## config.mk

```make
export PLATFORM = sky130hd
export DESIGN_NAME = cmp_timer_channel
export DESIGN_NICKNAME = d
export VERILOG_FILES = /design/src/rtl/tmr_chan_pkg.sv /design/src/rtl/tmr_chan_regs.sv /design/src/rtl/tmr_chan_seq.sv /design/src/rtl/tmr_chan_irq.sv /design/src/rtl/cmp_timer_channel.sv
export SDC_FILE = /design/constraint.sdc
export NUM_CORES = 1
export LEC_CHECK = 0
export ABC_CLOCK_PERIOD_IN_PS = 10300
export BUFFER_PORTS_ARGS = -buffer_cell sky130_fd_sc_hd__buf_4
export CAP_MARGIN = 20
export CORE_MARGIN = 3
export CORE_UTILIZATION = 24
export DETAILED_ROUTE_END_ITERATION = 10
export PLACE_DENSITY = 0.51
export SKIP_CTS_REPAIR_TIMING = 1
export SLEW_MARGIN = 20
export SYNTH_ARGS = -nofsm -noshare
export SYNTH_HDL_FRONTEND = slang
export SYNTH_HIERARCHICAL = 1
export SYNTH_SLANG_ARGS = --single-unit
export TNS_END_PERCENT = 20
```

## constraint.sdc

```tcl
create_clock -name clk -period 10.3 [get_ports clk]
set_input_delay 0.515 -clock clk [delete_from_list [all_inputs] [get_ports clk]]
set_output_delay 0.515 -clock clk [all_outputs]
set_load 0.02 [all_outputs]
```

## src/rtl/tmr_chan_pkg.sv

```systemverilog
package tmr_chan_pkg;

    localparam int REG_W        = 64;
    localparam int HALF_W       = 32;
    localparam int RT_W         = 5;
    localparam int NUM_LINES    = 1 << RT_W;

    localparam int BIT_ENABLE   = 2;
    localparam int BIT_PERIODIC = 3;
    localparam int BIT_PER_CAP  = 4;
    localparam int BIT_W32_CAP  = 5;
    localparam int BIT_SETVAL   = 6;
    localparam int BIT_W32      = 8;
    localparam int BIT_RT_LSB   = 9;

    typedef struct packed {
        logic [RT_W-1:0] route;
        logic            w32;
        logic            setval;
        logic            periodic;
        logic            enable;
    } tmr_cfg_t;

    function automatic logic [REG_W-1:0] cfg_image(tmr_cfg_t c, logic [HALF_W-1:0] cap);
        logic [REG_W-1:0] img;
        img                            = '0;
        img[REG_W-1:HALF_W]            = cap;
        img[BIT_ENABLE]                = c.enable;
        img[BIT_PERIODIC]              = c.periodic;
        img[BIT_PER_CAP]               = 1'b1;
        img[BIT_W32_CAP]               = 1'b1;
        img[BIT_SETVAL]                = c.setval;
        img[BIT_W32]                   = c.w32;
        img[BIT_RT_LSB +: RT_W]        = c.route;
        return img;
    endfunction

    // True when the comparator lies strictly ahead of the count at the active width.
    function automatic logic cmp_ahead(logic [REG_W-1:0] cmp, logic [REG_W-1:0] cnt, logic w32);
        logic [REG_W-1:0]  d64;
        logic [HALF_W-1:0] d32;
        d64 = cmp - cnt;
        d32 = cmp[HALF_W-1:0] - cnt[HALF_W-1:0];
        if (w32) return !d32[HALF_W-1] && (d32 != '0);
        else     return !d64[REG_W-1]  && (d64 != '0);
    endfunction

endpackage

```

## src/rtl/tmr_chan_regs.sv

```systemverilog
module tmr_chan_regs
    import tmr_chan_pkg::*;
(
    input  logic             clk,
    input  logic             rst,
    input  logic             cfg_wr,
    input  logic             cmp_wr,
    input  logic [REG_W-1:0] wr_data,
    input  logic             adv,
    output tmr_cfg_t         cfg,
    output logic [REG_W-1:0] cmp,
    output logic [REG_W-1:0] per
);
    tmr_cfg_t         cfg_q;
    logic [REG_W-1:0] cmp_q, per_q, wval, cmp_next_adv;

    always_comb begin
        wval = cfg_q.w32 ? {{(REG_W-HALF_W){1'b0}}, wr_data[HALF_W-1:0]} : wr_data;
        if (cfg_q.w32)
            cmp_next_adv = {{(REG_W-HALF_W){1'b0}}, cmp_q[HALF_W-1:0] + per_q[HALF_W-1:0]};
        else
            cmp_next_adv = cmp_q + per_q;
    end

    always_ff @(posedge clk) begin
        if (rst) begin
            cfg_q <= '0;
            cmp_q <= '1;
            per_q <= '0;
        end else if (cfg_wr) begin
            cfg_q.enable   <= wr_data[BIT_ENABLE];
            cfg_q.periodic <= wr_data[BIT_PERIODIC];
            cfg_q.setval   <= wr_data[BIT_SETVAL];
            cfg_q.w32      <= wr_data[BIT_W32];
            cfg_q.route    <= wr_data[BIT_RT_LSB +: RT_W];
            if (wr_data[BIT_W32])
                cmp_q <= {{(REG_W-HALF_W){1'b0}}, cmp_q[HALF_W-1:0]};
        end else if (cmp_wr) begin
            if (!cfg_q.periodic || cfg_q.setval) cmp_q <= wval;
            else                                 per_q <= wval;
            cfg_q.setval <= 1'b0;
        end else if (adv) begin
            cmp_q <= cmp_next_adv;
        end
    end

    assign cfg = cfg_q;
    assign cmp = cmp_q;
    assign per = per_q;
endmodule

```

## src/rtl/tmr_chan_seq.sv

```systemverilog
module tmr_chan_seq
    import tmr_chan_pkg::*;
(
    input  logic             clk,
    input  logic             rst,
    input  logic             glb_en,
    input  tmr_cfg_t         cfg,
    input  logic [REG_W-1:0] cmp,
    input  logic [REG_W-1:0] per,
    input  logic [REG_W-1:0] main_cnt,
    input  logic             cfg_wr,
    input  logic             cmp_wr,
    output logic             fire,
    output logic             adv
);
    logic en, en_q, armed_q, catch_q, behind, busy, repeat_ok;

    always_comb begin
        en        = glb_en && cfg.enable;
        busy      = cfg_wr || cmp_wr;
        behind    = !cmp_ahead(cmp, main_cnt, cfg.w32);
        repeat_ok = cfg.periodic && (per != '0);
        fire      = en && armed_q && !busy && behind && !catch_q;
        adv       = en && armed_q && !busy && behind && repeat_ok;
    end

    always_ff @(posedge clk) begin
        if (rst) begin
            en_q    <= 1'b0;
            armed_q <= 1'b0;
            catch_q <= 1'b0;
        end else begin
            en_q <= en;
            if (!en) begin
                armed_q <= 1'b0;
                catch_q <= 1'b0;
            end else if (cmp_wr || !en_q) begin
                armed_q <= 1'b1;
                catch_q <= 1'b0;
            end else if (cfg_wr) begin
                armed_q <= armed_q;
            end else if (armed_q && behind) begin
                if (repeat_ok) catch_q <= 1'b1;
                else           armed_q <= 1'b0;
            end else if (armed_q) begin
                catch_q <= 1'b0;
            end
        end
    end
endmodule

```

## src/rtl/tmr_chan_irq.sv

```systemverilog
module tmr_chan_irq
    import tmr_chan_pkg::*;
#(
    parameter int              CH_INDEX  = 0,
    parameter logic [HALF_W-1:0] ROUTE_CAP = 32'h00FF_00FF
) (
    input  logic                 clk,
    input  logic                 rst,
    input  logic                 fire,
    input  logic                 legacy_en,
    input  logic [RT_W-1:0]      route,
    output logic [NUM_LINES-1:0] irq_out,
    output logic                 route_err
);
    localparam logic [RT_W-1:0] LEG_LINE = (CH_INDEX == 0) ? RT_W'(0) : RT_W'(8);
    localparam logic            HAS_LEG  = (CH_INDEX < 2);

    logic [NUM_LINES-1:0] irq_q;
    logic                 err_q;
    logic                 use_leg;

    assign use_leg = HAS_LEG && legacy_en;

    always_ff @(posedge clk) begin
        if (rst) begin
            irq_q <= '0;
            err_q <= 1'b0;
        end else begin
            irq_q <= '0;
            if (fire) begin
                if (use_leg)               irq_q[LEG_LINE] <= 1'b1;
                else if (ROUTE_CAP[route]) irq_q[route]    <= 1'b1;
                else                       err_q           <= 1'b1;
            end
        end
    end

    assign irq_out   = irq_q;
    assign route_err = err_q;
endmodule

```

## src/rtl/cmp_timer_channel.sv

```systemverilog
module cmp_timer_channel
    import tmr_chan_pkg::*;
#(
    parameter int              CH_INDEX  = 0,
    parameter logic [31:0]     ROUTE_CAP = 32'h00FF_00FF
) (
    input  logic        clk,
    input  logic        rst,
    input  logic [63:0] main_cnt,
    input  logic        glb_en,
    input  logic        legacy_en,
    input  logic        cfg_wr,
    input  logic        cmp_wr,
    input  logic [63:0] wr_data,
    output logic [63:0] cfg_rd,
    output logic [63:0] cmp_rd,
    output logic [31:0] irq_out,
    output logic        pit_suppress,
    output logic        route_err
);
    tmr_cfg_t         cfg;
    logic [REG_W-1:0] cmp, per;
    logic             fire, adv;

    tmr_chan_regs u_regs (
        .clk(clk), .rst(rst), .cfg_wr(cfg_wr), .cmp_wr(cmp_wr),
        .wr_data(wr_data), .adv(adv), .cfg(cfg), .cmp(cmp), .per(per)
    );

    tmr_chan_seq u_seq (
        .clk(clk), .rst(rst), .glb_en(glb_en), .cfg(cfg), .cmp(cmp), .per(per),
        .main_cnt(main_cnt), .cfg_wr(cfg_wr), .cmp_wr(cmp_wr),
        .fire(fire), .adv(adv)
    );

    tmr_chan_irq #(.CH_INDEX(CH_INDEX), .ROUTE_CAP(ROUTE_CAP)) u_irq (
        .clk(clk), .rst(rst), .fire(fire), .legacy_en(legacy_en),
        .route(cfg.route), .irq_out(irq_out), .route_err(route_err)
    );

    assign cfg_rd       = cfg_image(cfg, ROUTE_CAP);
    assign cmp_rd       = cmp;
    assign pit_suppress = (CH_INDEX == 0) && legacy_en && glb_en && cfg.enable;
endmodule

```

Word-level counts from Yosys, hierarchy flattened
Memory sizes are Yosys's and may differ from the RTL's. A register that Yosys moved wholly into a read port is not among the register bits. Cells that the tools add are included.

Output and inout port bits: 162. Word-level logic and storage cells: 98. Input bits: 134. Flip-flop bits (word level): 173. Bits in read-only memories: 32. Memories: 1.

Memory list: (no name shown) (words 32, width 1, read ports 1, clocked after Yosys merged registers in 1, write ports 0, line tmr_chan_irq.sv:32) `else if (ROUTE_CAP[route]) irq_q[route] <= 1'b1;`.

Reduce and logical (&&, ||, !) cells: 41. Equal/unequal tests: 6. Add/subtract/negate cells: 4. Mux-type cells: 24. Bitwise operators: 6. Order comparisons: 2.

Operator list (count): $mux W64 (7); $reduce_bool A64 Y1 (2); $add A64 B64 Y64 (1); $sub A64 B64 Y64 (1); $add A32 B32 Y32 (1); $reduce_bool A32 Y1 (1); $sub A32 B32 Y32 (1); $reduce_and A3 Y1 (6); $mux W1 (14); $logic_and A1 B1 Y1 (13); $mux W5 (2); $ne A2 B1 Y1 const B (4); $reduce_bool A2 Y1 (4); $logic_not A1 Y1 (7); $lt A5 B6 Y1 const B (1); $not A1 Y1 (6); $demux W1 S5 (1); $ge A5 B1 Y1 const B (1); $reduce_or A2 Y1 (2); $reduce_or A4 Y1 (1); $logic_or A1 B1 Y1 (3); $ne A3 B2 Y1 const B (1); $reduce_bool A3 Y1 (1); $reduce_or A3 Y1 (1); $ne A2 B2 Y1 const B (1).

Depth between registers and ports, before layout
Depth in word-level cells: 10. Mapped depth: 23. Depth with buffers taken out: 21.

By module
The synthesis kept the hierarchy.

Modules (own cells, without submodules): tmr_chan_regs (instances 1, sequential area each 2742.6 µm², cells an instance 1218, area an instance 9258.9 µm²); tmr_chan_seq (instances 1, sequential area each 60.1 µm², cells an instance 887, area an instance 5622.9 µm²); tmr_chan_irq (instances 1, sequential area each 660.6 µm², cells an instance 65, area an instance 862.1 µm²); cmp_timer_channel (instances 1, sequential area each 0.0 µm², cells an instance 58, area an instance 426.7 µm²).

Least setup slack after synthesis
OpenSTA, ideal clock, no wires.

Kind: register -> register. Start: register u_regs.cmp_q[0] (netlist: u_regs/cmp[0]). End: register u_regs.cmp_q[63] (netlist: u_regs/cmp[63]). Cell stages (with the launch flop): 21. Arrival: 5437 ps. Path slack: 4768 ps. Setup time: 95 ps. Period minus slack after synthesis: 5532 ps. Data required time: 10205 ps. Path buffers: 1. Path through: dfxtp_1 > inv_1 > ha_1 > fa_1 > nand2b_1 > a21oi_1 > o211a_1 > nor4_4 > o41a_2 > mux2i_1 > or4_1 > or4_1 > or4_1 > a2bb2oi_1 > nor4_2 > o21bai_1 > a21oi_1 > and3_1 > clkbuf_1 > a21oi_1 > o311ai_1.

Longest elaborated chain between the ends: 9. Elaborated cells on any way between the ends: 19. Classes of those cells: 3 x add/sub; 5 x mux; 11 x reduce/logical.

Ends and longest elaborated chain: from (decl) (line tmr_chan_regs.sv:15) `logic [REG_W-1:0] cmp_q, per_q, wval, cmp_next_adv;`; from (signal assigned) (line tmr_chan_regs.sv:37) `cmp_q <= {{(REG_W-HALF_W){1'b0}}, cmp_q[HALF_W-1:0]};`; from (signal assigned) (line tmr_chan_regs.sv:39) `if (!cfg_q.periodic || cfg_q.setval) cmp_q <= wval;`; from (signal assigned) (line tmr_chan_regs.sv:43) `cmp_q <= cmp_next_adv;`; $sub A64 B64 Y64 / $sub A32 B32 Y32 (equally long branches) (line tmr_chan_pkg.sv:42, tmr_chan_pkg.sv:43); $reduce_bool A64 Y1, or another cell as far along (line tmr_chan_pkg.sv:45) `else return !d64[REG_W-1] && (d64 != '0);`; $logic_and A1 B1 Y1 (on tied branches) (line tmr_chan_pkg.sv:45, tmr_chan_pkg.sv:44); $mux W1 (*) (line tmr_chan_pkg.sv:44) `if (w32) return !d32[HALF_W-1] && (d32 != '0);`; $logic_not A1 Y1 (*) (line tmr_chan_seq.sv:21) `behind = !cmp_ahead(cmp, main_cnt, cfg.w32);`; $logic_and A1 B1 Y1 (*) (2 in a row) (line tmr_chan_seq.sv:24) `adv = en && armed_q && !busy && behind && repeat_ok;`; net adv (line cmp_timer_channel.sv:23) `logic fire, adv;`; $reduce_bool A3 Y1 (no source line) (*); $reduce_and A3 Y1 (no source line) (*).

Mark *: on every way through the listed nets, which the timed path passes. The rest lies on a longest branch. The select of a mux whose other input is x is not followed. A chain may end at the register's enable or synchronous reset.

Final worst setup path
Start: register u_regs.cmp_q[0] (netlist: u_regs/cmp[0]). End: register u_regs.cmp_q[37] (netlist: u_regs/cmp[37]).

The elaborated chain is that of the path after synthesis.

==> summary.txt <==
Floorplan
  – Die Y-Extent: 265.6 um
  – DIE WIDTH: 265.6 um
  – Die Area: 70530 sq um
  – Initial Utilization: 24.42%
  – Core Footprint: 66220 sq um
  – Boundary Pins: about 300
  – FP Rows: 94

Yosys
  – Post-synth EDFFs: 0
  – Flop and latch count out of synthesis: about 170
  – Dominant register cell in the synthesized netlist: dfxtp_1
  – Synth unique cells: between 100 and 150
  – YS warnings: 6
  – Sequential area share after synthesis: between 20% and 30%
  – Synthesized area: 16170 sq um
  – Mapped Cells: 2228
  – Mean Syn Cell Area: between 7 and 8 sq um
  – FFs w/ async S/R, synth: 0%

Clock network
  – TritonCTS sink count: ~170
  – Reg clk slew, reported paths: 0.08 ns
  – TritonCTS clock tree: done
  – Clk_lat worst skew: 0.46 ns
  – Clk Tree Root Cell: clkbuf_16
  – TritonCTS buffer count: 17
  – Clock Path Buffers: 2
  – CTS H-Tree Depth: 4

Place
  – RD Place Congestion: about 0.94
  – DP HPWL: between 50000 and 60000 um
  – Setup WS pre-CTS: 3.355 ns
  – # port buffers: 240

Finish
  – Layout cells sized above 1: 14.18%
  – Area grow syn2layout: 17.39%
  – Commonest non-fill, non-tap cells in the layout: 260 x a21oi_1, 249 x buf_4, 249 x nand2_1
  – Layout fillers: 7252
  – Fin nets: roughly 2600
  – Commonest non-fill, non-tap cell in the layout: a21oi_1
  – Area of the multi-input gates: about 12000 sq um
  – Register area: 3463 sq um

Setup path
  – Top cell family by delay on the critical path: simple AND/OR/NAND/NOR gates
  – Worst-path cell chain: inv_1 > ha_1 > fa_1 > nand2b_1 > a211oi_1 > o211ai_1 > a21oi_1 > nor2_1 > mux2i_1 > or4_1 > or4_1 > or4_1 > a2bb2oi_1 > nor4_2 > o21bai_1 > a21oi_2 > buf_4 > and3_1 > a221oi_1 > o21ai_0
  – Most frequent CP cell: or4_1
  – Critical Path Sink Type: flip-flop
  – Peak per-stage delay on the critical path: 0.89 ns
  – Worst Path Buf+Inv: 2
  – Startpoint types: flip-flop
  – Critical Path RT: 10.65 ns
  – Worst reg2reg startpoint: u_regs/cmp[0]
  – CP Max Fanout: 27
  – Reg-to-reg slack, setup: 3.50 ns
  – CP endpoint: u_regs/cmp[37]
  – WP data arrival: 7.15 ns
  – Worst R2R End: u_regs/cmp[37]
  – CP max-delay cell: and3_1
  – WS Path Type: flip-flop to flip-flop
  – FF-to-FF path depth: 20
  – Critical Path Stages: 20
  – Crit path from: u_regs/cmp[0]

GRT
  – Gr usage total: between 10% and 20%
  – Number of antenna violations at the first check in global routing: 0
  – Largest net degree at the start of global routing: 83
  – Vias in the first global route: 16990
  – Grt ovf: 0
  – First-pass GRT wire length: between 100000 and 150000 um

STA
  – Final setup viols: 0
  – Slew margin rel.: 28.12%
  – Fmax: 147.0 MHz
  – Clk_skew: 0.01502 ns
  – Fin crit period: 6.801 ns
  – Tightest Pin Transition: ~1.1 ns
  – Fin crit share: 66.03%
  – Hold slack: approximately 0.31 ns
  – Slew Limit Fails: 0
  – RSZ-0062 raised after global routing: no
  – TNS Setup: 0 ns
  – Final hold violations: 0
  – Worst setup margin: 3.499 ns

Detailed routing
  – # DRC: 0
  – Total Routed Length: 70740 um
  – Drt wl/cell: 21.73 um
  – Via density: 5.393
  – 1st-iter DRT viols: 1355
  – Total number of vias: 17560
  – Final ANT Viol Nets: 0
  – Drt pass-1 iters: 6

Power and ir drop
  – Peak supply drop: 81.22 uV
  – Post-layout power: ~2.4 mW
  – Leak Pwr: ~8.1 nW
  – Power Density: around 130 nW/um^2

Status
  – Status: completed

Worst hold path
  – WHS Path Cells: 3
  – Hold Crit Class: input port to flip-flop

Flow run
  – Max Cap Viol: 0
[registers in the layout, summed over array words and instances (netlist names)]
register / cells
u_regs/cmp: 64
u_regs/per: 64
u_irq/irq_out: 32
u_regs/cfg: 9
u_irq/route_err: 1
u_seq/armed_q: 1
u_seq/catch_q: 1
u_seq/en_q: 1
[layout make-up]
cell class	instances	area share [%]
clock inverter	15	0.9293
timing repair buffer	249	9.847
multi-input combinational	1831	60.93
inverter	106	2.096
sequential	173	18.24
clock buffer	17	2.241
antenna	1	0.01318
tap	864	5.695
[worst min-delay path by stage]
stage	slack, ns	endpoint	start
4_1_cts	0.29	u_regs/per[27]	wr_data[27]
6_report	0.31	u_regs/cmp[49]	wr_data[49]
2_1_floorplan	0.45	u_regs/per[12]	u_regs/per[12]
3_5_place_dp	0.45	u_irq/route_err	u_irq/route_err
5_1_grt	0.30	u_regs/cmp[49]	wr_data[49]
3_3_place_gp	0.45	u_irq/route_err	u_irq/route_err
[worst reg2reg max path: stages (launching register included)]
cell,delay (ns)
dfxtp_1,0.39
inv_1,0.06
ha_1,0.20
fa_1,0.43
nand2b_1,0.23
a211oi_1,0.37
o211ai_1,0.26
a21oi_1,0.53
nor2_1,0.17
mux2i_1,0.16
or4_1,0.54
or4_1,0.51
or4_1,0.54
a2bb2oi_1,0.22
nor4_2,0.23
o21bai_1,0.14
a21oi_2,0.15
buf_4,0.34
and3_1,0.89
a221oi_1,0.24
o21ai_0,0.11
[power by group]
part | internal (mW) | total [mW] | switching, mW
clock network | 0.327 | 0.659 | 0.332
logic | 0.352 | 0.983 | 0.631
registers | 0.700 | 0.763 | 0.0634
total | 1.38 | 2.41 | 1.03
[stage by stage]
| step | utilization, % | cell area (sq um) | std cells |
|---|---|---|---|
| floorplan | - | 16430 | 2296 |
| global placement | 27.76 | 18380 | 3223 |
| detailed placement | 27.76 | 18380 | 3223 |
| CTS | 28.66 | 18980 | 3255 |
| global route | 28.66 | 18980 | 3255 |
| finish | 28.67 | 18980 | 3256 |
[cell families (layout without fill, tap and decap cells)]
group | after synthesis | after routing | synth area share [%]
AOI/OAI and AO/OA | 776 | 776 | 31.28
xor gates and xnor gates | 72 | 72 | 3.900
adders and majority gates | 128 | 128 | 9.997
buffers and inverters | 292 | 387 | 8.759
DFF | 173 | 173 | 21.42
muxes | 18 | 18 | 1.145
other | 3 | 72 | 0.06963
and+or+nand+nor | 766 | 766 | 23.44
[cells in the mapped netlist, types with 6 or more instances]
master	instances	area share [%]
nand3b_1	6	0.28
buf_1	7	0.16
mux2i_1	14	0.87
and3_1	46	1.8
o2111ai_1	8	0.43
a221oi_1	27	1.5
buf_4	56	2.6
nand2_1	250	5.8
a21o_1	54	2.5
a31o_2	6	0.32
nor4_1	31	1.2
nand2b_1	28	1.1
clkbuf_1	90	2.1
xnor2_1	38	2.1
nor2_1	158	3.7
nand4_1	62	2.4
ha_1	126	9.7
a311oi_1	6	0.32
buf_6	11	0.77
a21boi_0	8	0.37
o21bai_1	18	0.84
xor2_1	34	1.8
o21ai_1	29	0.90
o31ai_1	8	0.37
or3_1	13	0.50
a211o_1	17	0.92
a211oi_1	23	1.1
o211ai_1	22	1.0
a21oi_1	261	8.1
nor3_1	59	1.8
dfxtp_1	173	21
buf_2	22	0.68
and2_1	9	0.35
o21ai_0	148	4.6
inv_1	106	2.5
a22oi_1	8	0.37
nor2b_1	16	0.62
and4_1	10	0.54
o21a_1	24	1.1
a31oi_1	23	0.89
nand3_1	40	1.2
[per-layer routing]
layer	GRT usage, %	routed length (um)	vias up
met1	24.87	30950	8477
met2	32.55	33500	576
li1	-	-	8397
met4	7.795	2744	0
met5	0	0	-
met3	2.534	3547	110
(Power assumes the default switching activity.)
